## src/rtl/zc_vol_pkg.sv

```systemverilog
package zc_vol_pkg;
  localparam int CODE_W = 6;

  typedef struct packed {
    logic              apply;
    logic              mute;
    logic [CODE_W-1:0] code;
  } gainCmd_t;
endpackage

```

## src/rtl/zc_vol_ctrl.sv

```systemverilog
module zc_vol_ctrl
  import zc_vol_pkg::*;
#(
  parameter int DATA_W  = 16,
  parameter int TIMEOUT = 512
) (
  input  logic              clk,
  input  logic              rstN,
  input  logic              inValid,
  input  logic [DATA_W-1:0] sample,
  input  logic              reqValid,
  input  logic [CODE_W-1:0] reqCode,
  input  logic              reqMute,
  output gainCmd_t          cmd
);
  localparam int TMR_W = $clog2(TIMEOUT);
  localparam logic [TMR_W-1:0] TMR_LAST = TMR_W'(TIMEOUT - 1);

  logic              pendValid;
  logic              pendMute;
  logic [CODE_W-1:0] pendCode;
  logic [TMR_W-1:0]  timer;
  logic              prevNeg;

  logic curNeg, isZero, crossing, expired, applyNow;

  always_comb begin
    curNeg   = sample[DATA_W-1];
    isZero   = (sample == '0);
    crossing = isZero | (curNeg ^ prevNeg);
    expired  = (timer == TMR_LAST);
    applyNow = inValid & pendValid & ~reqValid & (crossing | expired);
    cmd.apply = applyNow;
    cmd.mute  = pendMute;
    cmd.code  = pendCode;
  end

  always_ff @(posedge clk) begin
    if (!rstN) begin
      pendValid <= 1'b0;
      pendMute  <= 1'b0;
      pendCode  <= '0;
      timer     <= '0;
      prevNeg   <= 1'b0;
    end else begin
      if (reqValid) begin
        pendValid <= 1'b1;
        pendMute  <= reqMute;
        pendCode  <= reqCode;
        timer     <= '0;
      end else if (applyNow) begin
        pendValid <= 1'b0;
        timer     <= '0;
      end else if (inValid && pendValid) begin
        timer <= timer + 1'b1;
      end
      if (inValid) prevNeg <= curNeg;
    end
  end

  AST_REQ_PENDS: assert property (@(posedge clk) disable iff (!rstN)
    reqValid |=> (pendValid && pendCode == $past(reqCode) && pendMute == $past(reqMute)));
  AST_APPLY_CLEARS: assert property (@(posedge clk) disable iff (!rstN)
    cmd.apply |=> !pendValid);
  AST_TIMER_IDLE: assert property (@(posedge clk) disable iff (!rstN)
    !pendValid |-> (timer == '0));
  AST_REQ_BLOCKS_APPLY: assert property (@(posedge clk) disable iff (!rstN)
    reqValid |-> !cmd.apply);
endmodule

```

## src/rtl/zc_vol_dp.sv

```systemverilog
module zc_vol_dp
  import zc_vol_pkg::*;
#(
  parameter int DATA_W = 16,
  parameter int MANT_W = 16
) (
  input  logic              clk,
  input  logic              rstN,
  input  logic              inValid,
  input  logic [DATA_W-1:0] sampleIn,
  input  gainCmd_t          cmd,
  output logic [DATA_W-1:0] sampleOut
);
  localparam int FRAC   = MANT_W - 1;
  localparam int PROD_W = DATA_W + MANT_W + 1;
  localparam int SH_W   = $clog2(FRAC + (2 ** (CODE_W - 2)) + 1);
  localparam logic [MANT_W-1:0] MANT0 = MANT_W'(2 ** FRAC);
  localparam logic [MANT_W-1:0] MANT1 = MANT_W'($rtoi((2.0 ** FRAC) * 0.8413951416 + 0.5));
  localparam logic [MANT_W-1:0] MANT2 = MANT_W'($rtoi((2.0 ** FRAC) * 0.7079457844 + 0.5));
  localparam logic [MANT_W-1:0] MANT3 = MANT_W'($rtoi((2.0 ** FRAC) * 0.5956621435 + 0.5));

  logic              actMute;
  logic [CODE_W-1:0] actCode;

  logic                     effMute;
  logic [CODE_W-1:0]        effCode;
  logic [MANT_W-1:0]        mant;
  logic [SH_W-1:0]          shAmt;
  logic signed [PROD_W-1:0] prod;
  logic signed [PROD_W-1:0] scaled;

  always_comb begin
    effMute = cmd.apply ? cmd.mute : actMute;
    effCode = cmd.apply ? cmd.code : actCode;
    case (effCode[1:0])
      2'd0:    mant = MANT0;
      2'd1:    mant = MANT1;
      2'd2:    mant = MANT2;
      default: mant = MANT3;
    endcase
    shAmt  = SH_W'(FRAC) + SH_W'(effCode[CODE_W-1:2]);
    prod   = $signed(sampleIn) * $signed({1'b0, mant});
    scaled = prod >>> shAmt;
  end

  always_ff @(posedge clk) begin
    if (!rstN) begin
      actMute   <= 1'b0;
      actCode   <= '0;
      sampleOut <= '0;
    end else begin
      if (inValid) sampleOut <= effMute ? '0 : scaled[DATA_W-1:0];
      if (cmd.apply) begin
        actMute <= cmd.mute;
        actCode <= cmd.code;
      end
    end
  end

  AST_NO_OVERFLOW: assert property (@(posedge clk) disable iff (!rstN)
    (inValid && !effMute) |-> (scaled[PROD_W-1:DATA_W-1] == '0 || scaled[PROD_W-1:DATA_W-1] == '1));
  AST_UNITY_PASS: assert property (@(posedge clk) disable iff (!rstN)
    (inValid && !effMute && effCode == '0) |=> (sampleOut == $past(sampleIn)));
  AST_MUTE_ZERO: assert property (@(posedge clk) disable iff (!rstN)
    (inValid && effMute) |=> (sampleOut == '0));
  AST_HOLD_IDLE: assert property (@(posedge clk) disable iff (!rstN)
    !inValid |=> $stable(sampleOut));
  AST_APPLY_ON_STROBE: assert property (@(posedge clk) disable iff (!rstN)
    cmd.apply |-> inValid);
endmodule

```

## src/rtl/zc_vol_atten.sv

```systemverilog
module zc_vol_atten
  import zc_vol_pkg::*;
#(
  parameter int NUM_CH  = 2,
  parameter int DATA_W  = 16,
  parameter int TIMEOUT = 512
) (
  input  logic                     clk,
  input  logic                     rstN,
  input  logic                     inValid,
  input  logic [NUM_CH*DATA_W-1:0] sampleIn,
  input  logic [NUM_CH-1:0]        reqValid,
  input  logic [NUM_CH*CODE_W-1:0] reqCode,
  input  logic [NUM_CH-1:0]        reqMute,
  output logic                     outValid,
  output logic [NUM_CH*DATA_W-1:0] sampleOut
);
  always_ff @(posedge clk) begin
    if (!rstN) outValid <= 1'b0;
    else       outValid <= inValid;
  end

  for (genvar ch = 0; ch < NUM_CH; ch++) begin : gCh
    gainCmd_t cmdCh;

    zc_vol_ctrl #(.DATA_W(DATA_W), .TIMEOUT(TIMEOUT)) uCtrl (
      .clk      (clk),
      .rstN     (rstN),
      .inValid  (inValid),
      .sample   (sampleIn[ch*DATA_W +: DATA_W]),
      .reqValid (reqValid[ch]),
      .reqCode  (reqCode[ch*CODE_W +: CODE_W]),
      .reqMute  (reqMute[ch]),
      .cmd      (cmdCh)
    );

    zc_vol_dp #(.DATA_W(DATA_W)) uDp (
      .clk       (clk),
      .rstN      (rstN),
      .inValid   (inValid),
      .sampleIn  (sampleIn[ch*DATA_W +: DATA_W]),
      .cmd       (cmdCh),
      .sampleOut (sampleOut[ch*DATA_W +: DATA_W])
    );
  end

  AST_VALID_FOLLOWS: assert property (@(posedge clk) disable iff (!rstN)
    1'b1 |=> (outValid == $past(inValid)));
endmodule

```

## config.mk

```make
export PLATFORM = sky130hd
export DESIGN_NAME = zc_vol_atten
export DESIGN_NICKNAME = d
export VERILOG_FILES = /design/src/rtl/zc_vol_pkg.sv /design/src/rtl/zc_vol_ctrl.sv /design/src/rtl/zc_vol_dp.sv /design/src/rtl/zc_vol_atten.sv
export SDC_FILE = /design/constraint.sdc
export NUM_CORES = 1
export LEC_CHECK = 0
export ABC_CLOCK_PERIOD_IN_PS = 14600
export BUFFER_PORTS_ARGS = -buffer_cell sky130_fd_sc_hd__buf_2
export CAP_MARGIN = 15
export CORE_MARGIN = 2
export CORE_UTILIZATION = 28
export CTS_BUF_LIST = sky130_fd_sc_hd__clkbuf_4
export CTS_CLUSTER_SIZE = 12
export DETAILED_ROUTE_END_ITERATION = 8
export SETUP_SLACK_MARGIN = 0.05
export SYNTH_ARGS = -nofsm -noshare
export SYNTH_HDL_FRONTEND = slang
export SYNTH_SLANG_ARGS = --single-unit
```

## constraint.sdc

```tcl
create_clock -name clk -period 14.6 [get_ports clk]
set_clock_uncertainty 0.2 [all_clocks]
set_input_delay 1.46 -clock clk [delete_from_list [all_inputs] [get_ports clk]]
set_output_delay 1.46 -clock clk [all_outputs]
set_load 0.005 [all_outputs]
```

==> qor.txt <==
status - finished, final reports clean
slew of the pin with the lowest slew margin - 1.129 ns
Seq cells post-synth - 83
Comb power frac - 0.745
DRT antenna net count - 0
max_cap viols - 0
EDFF count, synth - 0
DP HPWL - 60.73 mm
critical path capture point type - flop
core area - 87160 um2
Leak Pwr - 0.01302 uW
Setup violations, final - 0
final WL - 71.66 mm
Initial Util - 0.2835
count of final hold-check violations - 0
Int Pwr - 754.4 uW
Synth Area per Inst - 8.373 um2
Die Span X - 301.1 um
initial antenna violation count - 3
Hold Slack - 0.2758 ns
Hold Path Class - reg2reg
Core Util, Final - 0.3005
post-CTS sizing - 0
Root Buffer - clkbuf_4
Die Area - 90640 um2
total grt overflow - 0
clk_lat worst skew - 0.55 ns
routed vias - 20160
crit-path max FO - 30
Slew headroom - 0.2476
CP Launch Type - input port
Final Max Tran Viols - 0
Top Ports - 84
placed instance area - 26060 um2
TritonCTS Buffers - 9
pre-CTS setup slack - 3.068 ns
RSZ-0062 raised after global routing - false
# DRC - 0
post-CTS setup buffers - 0
instance count of the mapped netlist - 2951
row cnt - 108
clk sinks - 83
First-pass DRT Iterations - 6
Warnings, synthesis - 0
global-route wire length before repair - 115.8 mm
WP buf/inv - 7
FFs w/ async S/R, synth - 0
die height - 301.1 um
fin crit period - 11.02 ns
Final Wtd Congestion - 0.9232
arrival time worst endpoint - 11.30 ns
post-route cell area - 26190 um2
setup tns final - 0 ns
fin crit share - 0.7549
Max Clk Rate - 90.74 MHz
WS Path Type - in2reg
slowest cell on the critical path - ha_1
Most used DFF post-synth - dfxtp_1
Worst EP required - 14.88 ns
vias in the first global route - 20820
initial drt markers - 1661
vias per cell - 4.926
peak supply drop - 0.03921 mV
share of cells above drive strength 1 - 0.07123
Synth cell types - 106
Final WS setup - 3.579 ns
final net count - 3626
aggregate global-route resource usage - 0.1617
IO buf count - 83
Hold-fix buffers, CTS - 0
Longest Clk Path Bufs - 2
Reg clk slew, reported paths - 0.18 ns
pwr dens - 62.11 nW/um2
Syn-to-layout area delta - 5.991%
delay of the slowest cell on the worst path - 0.94 ns
H-tree depth - 3
Seq pwr share - 0.169
fill count - 9381
syn_nets - 3648
clock share of power - 0.086
CTS tree - built
Post-Syn Area - 24710 um2
Switching Power - 872.1 uW
Sw Ratio - 0.5362
CP delay by family, top - adder cells
DR WL/cell - 17.51 um
largest net degree at the start of global routing - 43
sequential share of the synthesized area - 0.06725
## cell usage in the layout (no fill, tap or decap), types with 16 or more instances in the layout
master,netlist,layout
a211oi_1,23,23
a21o_1,32,32
a21oi_1,107,107
and2_1,121,121
buf_2,36,83
dfxtp_1,83,83
fa_1,348,348
ha_1,298,298
inv_1,630,629
mux2_2,25,25
mux2i_1,73,73
nand2_1,283,283
nand2b_1,28,28
nand3_1,49,49
nand4_1,22,22
nor2_1,161,160
nor2b_1,22,22
nor3_1,37,37
nor4_1,17,17
o211ai_1,35,35
o21a_1,16,16
o21ai_0,57,57
xnor2_1,48,48
xor2_1,31,30
## metrics by stage
step           total power (uW)  instances
6_report                   1626       4092
5_1_grt                    1777       4092
4_1_cts                    1624       4089
3_5_place_dp               1465       4073
3_3_place_gp               1467       4073
2_1_floorplan              1141       2951
## flip-flops by register name, indices dropped and copies added, names as in the netlist
register	flops
gCh.uDp.actMute	2
gCh.uCtrl.pendValid	2
gCh.uCtrl.pendCode	12
gCh.uCtrl.timer	18
outValid	1
gCh.uCtrl.prevNeg	2
gCh.uDp.actCode	12
gCh.uDp.sampleOut	32
gCh.uCtrl.pendMute	2
## tightest hold or removal path, cell delays in order, from the launching register on
cell and delay, ns:
dfxtp_1 0.35, nand2_1 0.05, a21oi_1 0.05
## logic make-up (layout without fill, tap and decap cells)
logic type | Yosys count | count (layout) | synth area share
AND/OR/NAND/NOR | 800 | 800 | 0.1574
flip-flops | 83 | 83 | 0.06725
XOR/XNOR | 83 | 83 | 0.03064
multiplexers | 116 | 116 | 0.05651
other | 0 | 3 | 0
AO/OA/AOI/OAI | 457 | 457 | 0.1328
buffers and inverters | 766 | 749 | 0.1225
adder cells (fa/ha/maj) | 646 | 646 | 0.4329
## synthesized netlist by cell type, types with 13 or more instances
cell	instances	area, um2
dfxtp_1	83	1662
a31oi_1	13	81.33
and2_1	121	757.0
xor2_1	31	271.5
xnor2_1	48	420.4
o21ai_0	57	285.3
mux2_2	25	281.5
buf_2	36	180.2
inv_1	630	2365
clkbuf_1	75	281.5
nand2b_1	28	175.2
nor4_1	17	106.4
a211o_1	13	113.9
nand2_1	283	1062
nand4_1	22	137.6
nor3_1	37	185.2
mux2i_1	73	730.7
nor2_1	161	604.3
a21oi_1	107	535.5
ha_1	298	3729
mux4_2	14	315.3
o21a_1	16	120.1
o31ai_1	13	97.59
o211ai_1	35	262.8
a211oi_1	23	172.7
nand3_1	49	245.2
fa_1	348	6967
nor2b_1	22	137.6
a21o_1	32	240.2
## worst paths after layout
path | from | end | slack, ns | cells after the start
worst max-delay path | sampleIn[20] | gCh[1].uDp.sampleOut[15] | 3.58 | 30
worst min-delay path | gCh[0].uCtrl.timer[8] | gCh[0].uCtrl.timer[8] | 0.28 | 2
worst max register to register | gCh[1].uCtrl.timer[0] | gCh[1].uDp.sampleOut[15] | 4.19 | 33
worst min register to register | gCh[0].uCtrl.timer[8] | gCh[0].uCtrl.timer[8] | 0.28 | 2
## per-layer routing
metal | GRT usage | share of wire | routed length, um
met5 | 0 | 0 | 0
met1 | 0.2288 | 0.47 | 33680
met3 | 0.02910 | 0.067 | 4778
met4 | 0.03625 | 0.021 | 1538
met2 | 0.2555 | 0.44 | 31670
## power groups by stage
stage / Sequential [uW] / Combinational (uW) / Clock, uW
3_3_place_gp: 279 / 1190 / 0
5_1_grt: 278 / 1340 / 157
3_5_place_dp: 279 / 1190 / 0
2_1_floorplan: 274 / 867 / 0
6_report: 275 / 1210 / 139
4_1_cts: 275 / 1200 / 149
## layout make-up
class                           count  area [um2]  area share
Inverter                          635        2386     0.09111
Tap cell                         1155        1445     0.05518
Sequential cell                    83        1662     0.06345
Multi-Input combinational cell   2102       20040      0.7653
Antenna cell                        3       7.507   0.0002867
Clock buffer                        9       67.56    0.002580
Clock inverter                      7       51.30    0.001959
Timing Repair Buffer               98       528.0     0.02016
Note: power is estimated with default switching activity, not from simulation.
